$ cat src/rtl/ddr_cmd_pkg.sv
package ddr_cmd_pkg;

  // request codes
  localparam logic [2:0] OP_ACT = 3'd0;
  localparam logic [2:0] OP_RD  = 3'd1;
  localparam logic [2:0] OP_WR  = 3'd2;
  localparam logic [2:0] OP_PRE = 3'd3;
  localparam logic [2:0] OP_REF = 3'd4;
  localparam logic [2:0] OP_MRS = 3'd5;

  // {rasN, casN, weN}
  localparam logic [2:0] CMD_ACT  = 3'b011;
  localparam logic [2:0] CMD_RD   = 3'b101;
  localparam logic [2:0] CMD_WR   = 3'b100;
  localparam logic [2:0] CMD_PRE  = 3'b010;
  localparam logic [2:0] CMD_REF  = 3'b001;
  localparam logic [2:0] CMD_MRS  = 3'b000;
  localparam logic [2:0] CMD_IDLE = 3'b111;

  typedef enum logic [1:0] {
    ADDR_ZERO = 2'd0,
    ADDR_ROW  = 2'd1,
    ADDR_COL  = 2'd2,
    ADDR_PRE  = 2'd3
  } addrSel_e;

  typedef struct packed {
    logic     issue;
    logic [2:0] cmd;
    addrSel_e addrSel;
    logic     flag;
  } cmdStrobe_t;

endpackage

$ cat src/rtl/ddr_cmd_ctrl.sv
module ddr_cmd_ctrl
  import ddr_cmd_pkg::*;
#(
  parameter int NUM_BANKS = 4,
  parameter int BANK_W    = $clog2(NUM_BANKS),
  parameter int CNT_W     = 3
) (
  input  logic              clk,
  input  logic              rstN,
  input  logic              reqValid,
  input  logic [2:0]        reqOp,
  input  logic [BANK_W-1:0] reqBank,
  input  logic              reqAutoPre,
  input  logic [2:0]        modeLow,
  output logic              reqReady,
  output logic              reqErr,
  output logic [NUM_BANKS-1:0] bankOpen,
  output cmdStrobe_t        strobe
);

  localparam logic [CNT_W-1:0] HALF_BL2 = CNT_W'(1);
  localparam logic [CNT_W-1:0] HALF_BL4 = CNT_W'(2);
  localparam logic [CNT_W-1:0] HALF_BL8 = CNT_W'(4);

  logic [CNT_W-1:0]  burstCnt;
  logic [CNT_W-1:0]  blHalf;
  logic              apPending;
  logic [BANK_W-1:0] apBank;
  logic              accept;
  logic              legal;
  logic [2:0]        cmdSel;
  addrSel_e          addrSel;

  assign reqReady = (burstCnt == '0);
  assign accept   = reqValid && reqReady;

  always_comb begin
    legal   = 1'b0;
    cmdSel  = CMD_IDLE;
    addrSel = ADDR_ZERO;
    case (reqOp)
      OP_ACT: begin legal = !bankOpen[reqBank]; cmdSel = CMD_ACT; addrSel = ADDR_ROW; end
      OP_RD:  begin legal = bankOpen[reqBank];  cmdSel = CMD_RD;  addrSel = ADDR_COL; end
      OP_WR:  begin legal = bankOpen[reqBank];  cmdSel = CMD_WR;  addrSel = ADDR_COL; end
      OP_PRE: begin legal = 1'b1;               cmdSel = CMD_PRE; addrSel = ADDR_PRE; end
      OP_REF: begin legal = (bankOpen == '0);   cmdSel = CMD_REF; addrSel = ADDR_ZERO; end
      OP_MRS: begin legal = 1'b1;               cmdSel = CMD_MRS; addrSel = ADDR_ROW; end
      default: legal = 1'b0;
    endcase
  end

  always_comb begin
    strobe.issue   = accept && legal;
    strobe.cmd     = cmdSel;
    strobe.addrSel = addrSel;
    strobe.flag    = reqAutoPre;
  end

  always_ff @(posedge clk) begin
    if (!rstN) begin
      burstCnt  <= '0;
      blHalf    <= HALF_BL2;
      apPending <= 1'b0;
      apBank    <= '0;
      bankOpen  <= '0;
      reqErr    <= 1'b0;
    end else begin
      reqErr <= accept && !legal;
      if (burstCnt != '0) begin
        burstCnt <= burstCnt - 1'b1;
        if (burstCnt == CNT_W'(1) && apPending) begin
          bankOpen[apBank] <= 1'b0;
          apPending        <= 1'b0;
        end
      end
      if (accept && legal) begin
        case (reqOp)
          OP_ACT: bankOpen[reqBank] <= 1'b1;
          OP_RD, OP_WR: begin
            burstCnt  <= blHalf;
            apPending <= reqAutoPre;
            apBank    <= reqBank;
          end
          OP_PRE: begin
            if (reqAutoPre) bankOpen <= '0;
            else            bankOpen[reqBank] <= 1'b0;
          end
          OP_MRS: begin
            if (reqBank == '0) begin
              case (modeLow)
                3'd1:    blHalf <= HALF_BL2;
                3'd2:    blHalf <= HALF_BL4;
                3'd3:    blHalf <= HALF_BL8;
                default: blHalf <= blHalf;
              endcase
            end
          end
          default: ;
        endcase
      end
    end
  end

  // a refused request never leaves a column window or bank change behind
  assert_err_keeps_state_R7: assert property (@(posedge clk) disable iff (!rstN)
    reqErr |-> $stable(bankOpen) || $past(burstCnt) != '0);

endmodule

$ cat src/rtl/ddr_cmd_datapath.sv
module ddr_cmd_datapath
  import ddr_cmd_pkg::*;
#(
  parameter int ADDR_W = 13,
  parameter int COL_W  = 11,
  parameter int BANK_W = 2,
  parameter int AP_BIT = 10
) (
  input  logic              clk,
  input  logic              rstN,
  input  cmdStrobe_t        strobe,
  input  logic [BANK_W-1:0] reqBank,
  input  logic [ADDR_W-1:0] reqRow,
  input  logic [COL_W-1:0]  reqCol,
  output logic              csN,
  output logic              rasN,
  output logic              casN,
  output logic              weN,
  output logic [BANK_W-1:0] ba,
  output logic [ADDR_W-1:0] addr
);

  logic [ADDR_W-1:0] colAddr;
  logic [ADDR_W-1:0] preAddr;
  logic [ADDR_W-1:0] nextAddr;

  // column bits fill the address bus, skipping the flag position
  for (genvar i = 0; i < ADDR_W; i++) begin : g_colPack
    if (i == AP_BIT) begin : g_flag
      assign colAddr[i] = strobe.flag;
    end else if (i < AP_BIT) begin : g_low
      if (i < COL_W) begin : g_used
        assign colAddr[i] = reqCol[i];
      end else begin : g_pad
        assign colAddr[i] = 1'b0;
      end
    end else begin : g_high
      if (i - 1 < COL_W) begin : g_used
        assign colAddr[i] = reqCol[i-1];
      end else begin : g_pad
        assign colAddr[i] = 1'b0;
      end
    end
  end

  always_comb begin
    preAddr         = '0;
    preAddr[AP_BIT] = strobe.flag;
    case (strobe.addrSel)
      ADDR_ROW: nextAddr = reqRow;
      ADDR_COL: nextAddr = colAddr;
      ADDR_PRE: nextAddr = preAddr;
      default:  nextAddr = '0;
    endcase
  end

  always_ff @(posedge clk) begin
    if (!rstN || !strobe.issue) begin
      csN              <= 1'b1;
      {rasN, casN, weN} <= CMD_IDLE;
      ba               <= '0;
      addr             <= '0;
    end else begin
      csN              <= 1'b0;
      {rasN, casN, weN} <= strobe.cmd;
      ba               <= reqBank;
      addr             <= nextAddr;
    end
  end

  // deselect cycles carry no stray strobe
  assert_idle_strobes_R2: assert property (@(posedge clk) disable iff (!rstN)
    csN |-> (rasN && casN && weN && addr == '0));

endmodule

$ cat src/rtl/ddr_cmd_encoder.sv
module ddr_cmd_encoder
  import ddr_cmd_pkg::*;
#(
  parameter int DEV_WIDTH = 8,
  parameter int ADDR_W    = 13,
  parameter int NUM_BANKS = 4,
  parameter int AP_BIT    = 10,
  localparam int BANK_W   = $clog2(NUM_BANKS),
  localparam int COL_W    = (DEV_WIDTH == 4) ? 12 : (DEV_WIDTH == 8) ? 11 : 10
) (
  input  logic                 clk,
  input  logic                 rstN,
  input  logic                 reqValid,
  output logic                 reqReady,
  input  logic [2:0]           reqOp,
  input  logic [BANK_W-1:0]    reqBank,
  input  logic [ADDR_W-1:0]    reqRow,
  input  logic [COL_W-1:0]     reqCol,
  input  logic                 reqAutoPre,
  output logic                 csN,
  output logic                 rasN,
  output logic                 casN,
  output logic                 weN,
  output logic [BANK_W-1:0]    ba,
  output logic [ADDR_W-1:0]    addr,
  output logic                 reqErr,
  output logic [NUM_BANKS-1:0] bankOpen
);

  cmdStrobe_t strobe;

  ddr_cmd_ctrl #(
    .NUM_BANKS(NUM_BANKS),
    .BANK_W   (BANK_W),
    .CNT_W    (3)
  ) u_ctrl (
    .clk       (clk),
    .rstN      (rstN),
    .reqValid  (reqValid),
    .reqOp     (reqOp),
    .reqBank   (reqBank),
    .reqAutoPre(reqAutoPre),
    .modeLow   (reqRow[2:0]),
    .reqReady  (reqReady),
    .reqErr    (reqErr),
    .bankOpen  (bankOpen),
    .strobe    (strobe)
  );

  ddr_cmd_datapath #(
    .ADDR_W(ADDR_W),
    .COL_W (COL_W),
    .BANK_W(BANK_W),
    .AP_BIT(AP_BIT)
  ) u_datapath (
    .clk    (clk),
    .rstN   (rstN),
    .strobe (strobe),
    .reqBank(reqBank),
    .reqRow (reqRow),
    .reqCol (reqCol),
    .csN    (csN),
    .rasN   (rasN),
    .casN   (casN),
    .weN    (weN),
    .ba     (ba),
    .addr   (addr)
  );

  // refused request issues nothing
  assert_err_no_cmd_R7: assert property (@(posedge clk) disable iff (!rstN)
    reqErr |-> csN);

  // column access only reaches an open bank
  assert_col_needs_open_R7: assert property (@(posedge clk) disable iff (!rstN)
    (!csN && rasN && !casN) |-> bankOpen[ba]);

  // activation leaves its bank marked open
  assert_act_opens_R4: assert property (@(posedge clk) disable iff (!rstN)
    (!csN && !rasN && casN && weN) |-> bankOpen[ba]);

  // precharge of all banks leaves none open
  assert_pre_all_clears_R6: assert property (@(posedge clk) disable iff (!rstN)
    (!csN && !rasN && casN && !weN && addr[AP_BIT]) |-> (bankOpen == '0));

  // refresh only with every bank closed
  assert_ref_all_closed_R8: assert property (@(posedge clk) disable iff (!rstN)
    (!csN && !rasN && !casN && weN) |-> (bankOpen == '0));

  // a column command starts the burst window
  assert_burst_blocks_R9: assert property (@(posedge clk) disable iff (!rstN)
    (!csN && rasN && !casN) |-> !reqReady);

endmodule

$ cat config.mk
export PLATFORM = sky130hd
export DESIGN_NAME = ddr_cmd_encoder
export DESIGN_NICKNAME = d
export VERILOG_FILES = /design/src/rtl/ddr_cmd_pkg.sv /design/src/rtl/ddr_cmd_ctrl.sv /design/src/rtl/ddr_cmd_datapath.sv /design/src/rtl/ddr_cmd_encoder.sv
export SDC_FILE = /design/constraint.sdc
export NUM_CORES = 1
export LEC_CHECK = 0
export CAP_MARGIN = 30
export CELL_PAD_IN_SITES_DETAIL_PLACEMENT = 1
export CELL_PAD_IN_SITES_GLOBAL_PLACEMENT = 2
export CORE_MARGIN = 3
export CORE_UTILIZATION = 28
export CTS_CLUSTER_SIZE = 30
export DETAILED_ROUTE_END_ITERATION = 6
export PLACE_DENSITY_LB_ADDON = 0.1
export SETUP_SLACK_MARGIN = 0.2
export SLEW_MARGIN = 20
export SYNTH_ARGS = -nofsm -noshare
export SYNTH_HDL_FRONTEND = slang
export SYNTH_HIERARCHICAL = 1
export SYNTH_SLANG_ARGS = --single-unit
$ cat constraint.sdc
create_clock -name clk -period 5.8 [get_ports clk]
set_input_delay 0.87 -clock clk [delete_from_list [all_inputs] [get_ports clk]]
set_output_delay 0.87 -clock clk [all_outputs]
set_load 0.01 [all_outputs]
==> metrics.md, run 1 <==
| Metric | Value |
|---|---|
| Routed wire length | `4910 um` |
| First-pass GRT wire length | `8300 um` |
| CP max-delay cell | `clkdlybuf4s50_1` |
| Hold_buf cts | `0` |
| Finish-stage setup viols | `0` |
| Worst path required time | `5.97 ns` |
| Initial antenna violation count | `0` |
| Synth unique cells | `44` |
| Synthesized area | `0.00169 mm2` |
| PD cells | `254 mW/mm2` |
| Hold endpoint | `u_ctrl/blHalf[0]` |
| Clock Latency Late Sink | `0.28 ns` |
| Yosys warns | `6` |
| WS Path Type | `input pin to flip-flop` |
| Outcome | `finished, final reports clean` |
| Post-route antenna net violation count | `0` |
| H-tree levels | `2` |
| Setup slack, reg-to-reg | `3.75 ns` |
| Pin count of the biggest net entering global routing | `25` |
| Fmax | `325 MHz` |
| Slowest stage delay, CP | `0.69 ns` |
| Synthesized instance count | `180` |
| Register area share after synthesis | `39.2%` |
| Share of cells above drive strength 1 | `6.47%` |
| Post-synth ARST share | `0%` |
| Post-CTS Setup Bufs | `0` |
| Drt pass-1 iters | `4` |
| Register area | `661 um2` |
| Fin Setup TNS | `0 ns` |
| Crit-path cells | `clkdlybuf4s50_1 > mux4_2 > a211o_1 > nor2_1 > nand2_2 > or2_1` |
| Core Footprint | `0.00568 mm2` |
| CTS buffer count | `5` |
| CTS Root Cell | `clkbuf_8` |
| Wirelength per Cell | `16.1 um` |
| Worst hold margin | `0.488 ns` |
| Reg2Reg Depth | `5` |
| Syn Area/Cell | `9.37 um2` |
| Max-cap violations | `0` |
| Clk_skew | `0.00473 ns` |
| # IOs | `58` |
| Number of cells on the worst hold path | `2` |
| Initial DRC Count | `64` |
| Worst Setup Start Kind | `input pin` |
| Port bufs | `57` |
| Reg-to-Reg Start | `u_ctrl/bankOpen[3]` |
| Sink Count | `33` |
| Routed vias/inst | `5.01` |
| Initial Utilization | `29.7%` |
| Die Width | `83.6 um` |
| Final nets | `268` |
| Vias in the first global route | `1705` |
| Most used DFF post-synth | `dfxtp_1` |
| Cell family with most CP delay | `simple AND/OR/NAND/NOR gates` |
| Final Hold Viols | `0` |
| CTS tree | `yes` |
| Most frequent cell after synthesis | `dfxtp_1` |
| Worst reg2reg endpoint | `u_datapath/rasN` |
| Max FO, Critical Path | `17` |
| Antenna cells | `0` |
| Share of the synthesized area in the top cell type | `39.2%` |
| # rows | `27` |
| Drt drc | `0` |
| Final Wtd Congestion | `0.726` |
| Hpwl dp | `3700 um` |
| Multi-input logic area | `927 um2` |
| Number of synthesized flops with an enable pin | `0` |
| Syn_nets | `216` |
| Total number of vias | `1522` |
| Die height | `83.6 um` |
| GRT overflow | `0` |
| HP Start | `u_ctrl/blHalf[0]` |
| Post-synth top area cell | `dfxtp_1` |
| Flops & latches, synth | `33` |
| Final Critical Period | `3.07 ns` |
| All-Layer GR Usage | `14.6%` |
| Lkg Pwr | `0.841 nW` |
| Fill cells | `672` |
| Hold crit path type | `flip-flop to flip-flop` |
| Max_slew headroom | `55.3%` |
| Worst-path clk slew | `0.07 ns` |
| Synth top area cells | `dfxtp_1, nand3b_1, a21oi_1, mux2i_1, nand2b_1` |
| Worst-Margin Slew | `0.667 ns` |
| Final Max Slew Viols | `0` |
| Crit path buf inv count | `1` |
| Critical path arrival | `3.24 ns` |
| Peak VDD IR | `0.0955 mV` |
| RSZ-0062 raised after global routing | `false` |
| Synth-to-Final Area Change | `39.8%` |
| Max Root-Sink Buffers | `2` |
| Die area | `0.00699 mm2` |
| Post-route clock period utilization | `53.0%` |
| Critical path capture point type | `flip-flop` |
| Synth top cells by count | `dfxtp_1, nand3b_1, a21oi_1` |
| Resize count post-CTS | `0` |
==> kinds of logic after synthesis <==
logic type      after synthesis  share of synthesized area (%)
simple gates                 81                           32.8
compound gates               35                           13.0
flops                        33                           39.2
buf+inv                      17                           5.86
mux                           7                           4.90
xor+xnor                      4                           2.08
fa+ha+maj                     3                           2.23
==> metal layers <==
metal | wire [um] | global-route usage, % | up-vias | share of wire [%]
li1 | - | - | 738 | -
met1 | 2220 | 17.0 | 730 | 45
met2 | 2420 | 25.4 | 44 | 49
met3 | 193 | 4.15 | 10 | 3.9
met4 | 80 | 4.82 | 0 | 1.6
met5 | 0 | 0 | - | 0
==> cells in the final DEF (no fill, tap or decap), types with 2 or more instances in the layout <==
| master | synthesis | routed |
|---|---|---|
| nor3_1 | 3 | 3 |
| a21oi_1 | 13 | 13 |
| or2_1 | 3 | 3 |
| xnor2_1 | 2 | 2 |
| o211ai_1 | 5 | 5 |
| clkbuf_8 | 0 | 6 |
| clkdlybuf4s50_1 | 0 | 57 |
| nand2_1 | 8 | 8 |
| nand3b_1 | 26 | 26 |
| mux2i_1 | 6 | 6 |
| inv_1 | 4 | 4 |
| xor2_1 | 2 | 2 |
| nand3_1 | 2 | 2 |
| o21ai_1 | 3 | 3 |
| and3_1 | 3 | 3 |
| nor2_1 | 6 | 6 |
| a21boi_0 | 3 | 3 |
| ha_1 | 3 | 3 |
| o21ai_0 | 4 | 4 |
| and3b_1 | 2 | 2 |
| nand2b_1 | 8 | 8 |
| nor2b_1 | 8 | 8 |
| dfxtp_1 | 33 | 33 |
| nand4_1 | 2 | 2 |
==> cell type report <==
class	count	area share [%]
Sequential cell	33	28.0
Tap cell	72	3.82
Timing Repair Buffer	58	24.5
Multi-Input combinational cell	130	39.3
Clock buffer	7	3.66
Inverter	4	0.637
==> registers in the layout, summed over array words and instances (netlist names) <==
register and cells:
u_datapath/csN 1, u_ctrl/bankOpen 4, u_ctrl/burstCnt 3, u_ctrl/reqErr 1
u_ctrl/blHalf 3, u_datapath/ba 2, u_datapath/weN 1, u_datapath/addr 13
u_ctrl/apPending 1, u_datapath/rasN 1, u_datapath/casN 1, u_ctrl/apBank 2
==> worst register-to-register path, delay by kind of cell (launching register included) <==
family           cells  cell delay (ns)
multiplexers         1             0.56
flip-flops           1             0.34
AND/OR/NAND/NOR      3             0.75
AO/OA/AOI/OAI        1             0.30
==> how the worst max path moves through the flow <==
stage                     startpoint                 end  slack [ns]  cells past startpoint
final                     reqBank[0]     u_datapath/rasN        2.73                      6
after global routing      reqBank[0]     u_datapath/rasN        2.53                      6
after CTS                 reqBank[0]     u_datapath/rasN        2.70                      6
after detailed placement  reqBank[0]     u_datapath/rasN        2.41                      6
after global placement    reqBank[0]     u_datapath/casN        2.49                      6
after floorplan           reqBank[0]  u_datapath/addr[0]        3.39                      7
==> stage by stage <==
stage	worst slack (ns)	cell area [um2]	cells	power [mW]	utilization, %
after floorplan	3.39	1690	180	0.364	-
after CTS	2.70	2360	304	0.609	41.5
final	2.73	2360	304	0.600	41.5
after global routing	2.53	2360	304	0.639	41.5
after global placement	2.49	2270	297	0.428	40.0
after detailed placement	2.41	2270	297	0.433	40.0
==> power by group <==
group | total, mW | switching, mW | internal (mW)
clock | 0.173 | 0.0785 | 0.0941
combinational | 0.174 | 0.0850 | 0.0888
sequential | 0.253 | 0.0110 | 0.242
(Power assumes the default switching activity.)
==> inputs of run 2 (changes only) <==
Settings changed: CORE_UTILIZATION 28 to 26.
Clock period 5.8 ns to 3 ns, I/O delays scaled along.
==> metrics.md, run 2 (synthesis gave the netlist of run 1 again) <==
| Metric | Value |
|---|---|
| Antenna cells | `0 (unchanged)` |
| Initial DRC Count | `62 (-3.1%)` |
| Lkg Pwr | `0.861 nW (+2.3%)` |
| Core Footprint | `0.00610 mm2 (+7.4%)` |
| Peak VDD IR | `0.210 mV (+120%)` |
| Multi-input logic area | `927 um2 (unchanged)` |
| Port bufs | `57 (unchanged)` |
| Core Util, Final | `39.4% (-2.1 points)` |
| Fmax | `417 MHz` |
| Wirelength per Cell | `15.1 um (-6.7%)` |
| Max_slew headroom | `59.4% (+4.1 points)` |
| Drt pass-1 iters | `4 (unchanged)` |
| HP Start | `u_ctrl/blHalf[2]` |
| Final Wtd Congestion | `0.796 (+9.7%)` |
| Post-CTS Setup Bufs | `0 (unchanged)` |
| Final Hold Viols | `0 (unchanged)` |
| Final nets | `270 (+0.75%)` |
| Post-route antenna net violation count | `0 (unchanged)` |
| CTS tree | `yes` |
| Max FO, Critical Path | `17 (unchanged)` |
| Worst-Margin Slew | `0.609 ns (-0.0588 ns)` |
| Total number of vias | `1494 (-1.8%)` |
| Fill cells | `712 (+6.0%)` |
| Share of cells above drive strength 1 | `8.09% (+1.6 points)` |
| Die Width | `86.5 um (+3.5%)` |
| Hpwl dp | `3430 um (-7.3%)` |
| Die height | `86.5 um (+3.5%)` |
| Critical path arrival | `2.57 ns (-0.67 ns)` |
| Routed wire length | `4670 um (-4.9%)` |
| Worst path required time | `3.18 ns (-2.79 ns)` |
| Synth-to-Final Area Change | `42.6%` |
| Initial antenna violation count | `0 (unchanged)` |
| Number of flip-flops in the largest register | `13 (unchanged)` |
| Most common cell after layout, fill and taps aside | `clkdlybuf4s50_1` |
| RSZ-0062 raised after global routing | `false` |
| CTS buffer count | `5 (unchanged)` |
| Clk_skew | `0.00712 ns (+0.00239 ns)` |
| Reg-to-Reg Start | `u_ctrl/bankOpen[1]` |
| Sink Count | `33 (unchanged)` |
| GRT overflow | `0 (unchanged)` |
| Clock Latency Late Sink | `0.29 ns (about the same)` |
| Die area | `0.00749 mm2 (+7.1%)` |
| Pin count of the biggest net entering global routing | `26 (+4.0%)` |
| Number of cells on the worst hold path | `2 (unchanged)` |
| First-pass GRT wire length | `7640 um (-8.0%)` |
| Critical path capture point type | `flip-flop` |
| Most frequent cells in the layout | `clkdlybuf4s50_1, dfxtp_1, nand3b_1` |
| Worst hold margin | `0.490 ns (+0.00207 ns)` |
| PD cells | `522 mW/mm2 (+110%)` |
| Max-cap violations | `0 (unchanged)` |
| Final Max Slew Viols | `0 (unchanged)` |
| WS Path Type | `input pin to flip-flop` |
| Finish-stage setup viols | `0 (unchanged)` |
| Setup slack, reg-to-reg | `0.97 ns (-2.78 ns)` |
| Hold_buf cts | `0 (unchanged)` |
| Biggest regs | `u_datapath/addr: 13 flops, u_ctrl/bankOpen: 4 flops` |
| Register area | `661 um2 (unchanged)` |
| # rows | `28 (+3.7%)` |
| Hold endpoint | `u_ctrl/blHalf[2]` |
| Outcome | `finished, final reports clean` |
| Post-route clock period utilization | `79.9%` |
| Routed vias/inst | `4.82 (-3.7%)` |
| H-tree levels | `2 (unchanged)` |
| Resize count post-CTS | `0 (unchanged)` |
| # IOs | `58 (unchanged)` |
| Fin Setup TNS | `0 ns (unchanged)` |
| Hold crit path type | `flip-flop to flip-flop` |
| Worst Setup Start Kind | `input pin` |
| Worst-path clk slew | `0.08 ns (about the same)` |
| All-Layer GR Usage | `12.9% (-1.7 points)` |
| Worst reg2reg endpoint | `u_datapath/rasN` |
| Largest register by flop count | `u_datapath/addr` |
| Reg2Reg Depth | `6 (+1)` |
| Final Critical Period | `2.40 ns` |
| Drt drc | `0 (unchanged)` |
| CTS Root Cell | `clkbuf_8` |
| Max Root-Sink Buffers | `2 (unchanged)` |
| Vias in the first global route | `1581 (-7.3%)` |
| Initial Utilization | `27.7% (-2.0 points)` |
==> run 2: through the flow <==
| stage | setup slack, ns | instance area [um2] | instances | total power, mW |
|---|---|---|---|---|
| floorplan | 1.01 | 1690 | 180 | 0.704 |
| global placement | 0.340 | 2290 | 302 | 0.827 |
| detailed placement | 0.293 | 2290 | 302 | 0.838 |
| CTS | 0.602 | 2400 | 310 | 1.28 |
| global route | 0.496 | 2400 | 310 | 1.33 |
| finish | 0.603 | 2400 | 310 | 1.26 |
==> run 2: layout make-up <==
class / instances / share of cell area, %
Sequential cell: 33 / 27.5
Clock inverter: 3 / 1.93
Multi-Input combinational cell: 130 / 38.6
Timing Repair Buffer: 60 / 24.7
Inverter: 4 / 0.624
Clock buffer: 5 / 2.86
Tap cell: 75 / 3.90
==> run 2: layer usage <==
| layer | vias up | GRT usage, % | part of all wire [%] |
|---|---|---|---|
| met2 | 40 | 21.1 | 47 |
| met3 | 4 | 3.99 | 6.6 |
| met4 | 0 | 4.25 | 0.71 |
| li1 | 747 | - | - |
| met5 | - | 0 | 0 |
| met1 | 703 | 16.0 | 45 |
==> run 2: where the power goes <==
| part | switching [mW] | total, mW | leakage, nW | internal (mW) |
|---|---|---|---|---|
| clock | 0.181 | 0.430 | 0.0543 | 0.249 |
| combinational | 0.165 | 0.338 | 0.539 | 0.173 |
| sequential | 0.0203 | 0.488 | 0.267 | 0.468 |
| total | 0.366 | 1.26 | 0.861 | 0.890 |
==> run 2: worst max-delay path: stages <==
cell	delay (ns)
clkdlybuf4s50_1	0.51
mux4_2	0.59
a211o_1	0.29
nor2_1	0.18
nand2_2	0.24
or2_1	0.31
==> run 2: worst max-delay path by stage <==
stage	from	to	slack, ns	depth (start not counted)
2_1_floorplan	reqBank[0]	u_datapath/addr[0]	1.01	7
3_3_place_gp	reqBank[0]	u_datapath/casN	0.34	6
3_5_place_dp	reqBank[0]	u_datapath/rasN	0.29	6
4_1_cts	reqBank[0]	u_datapath/rasN	0.60	6
5_1_grt	reqBank[0]	u_datapath/weN	0.50	6
6_report	reqBank[0]	u_datapath/rasN	0.60	6
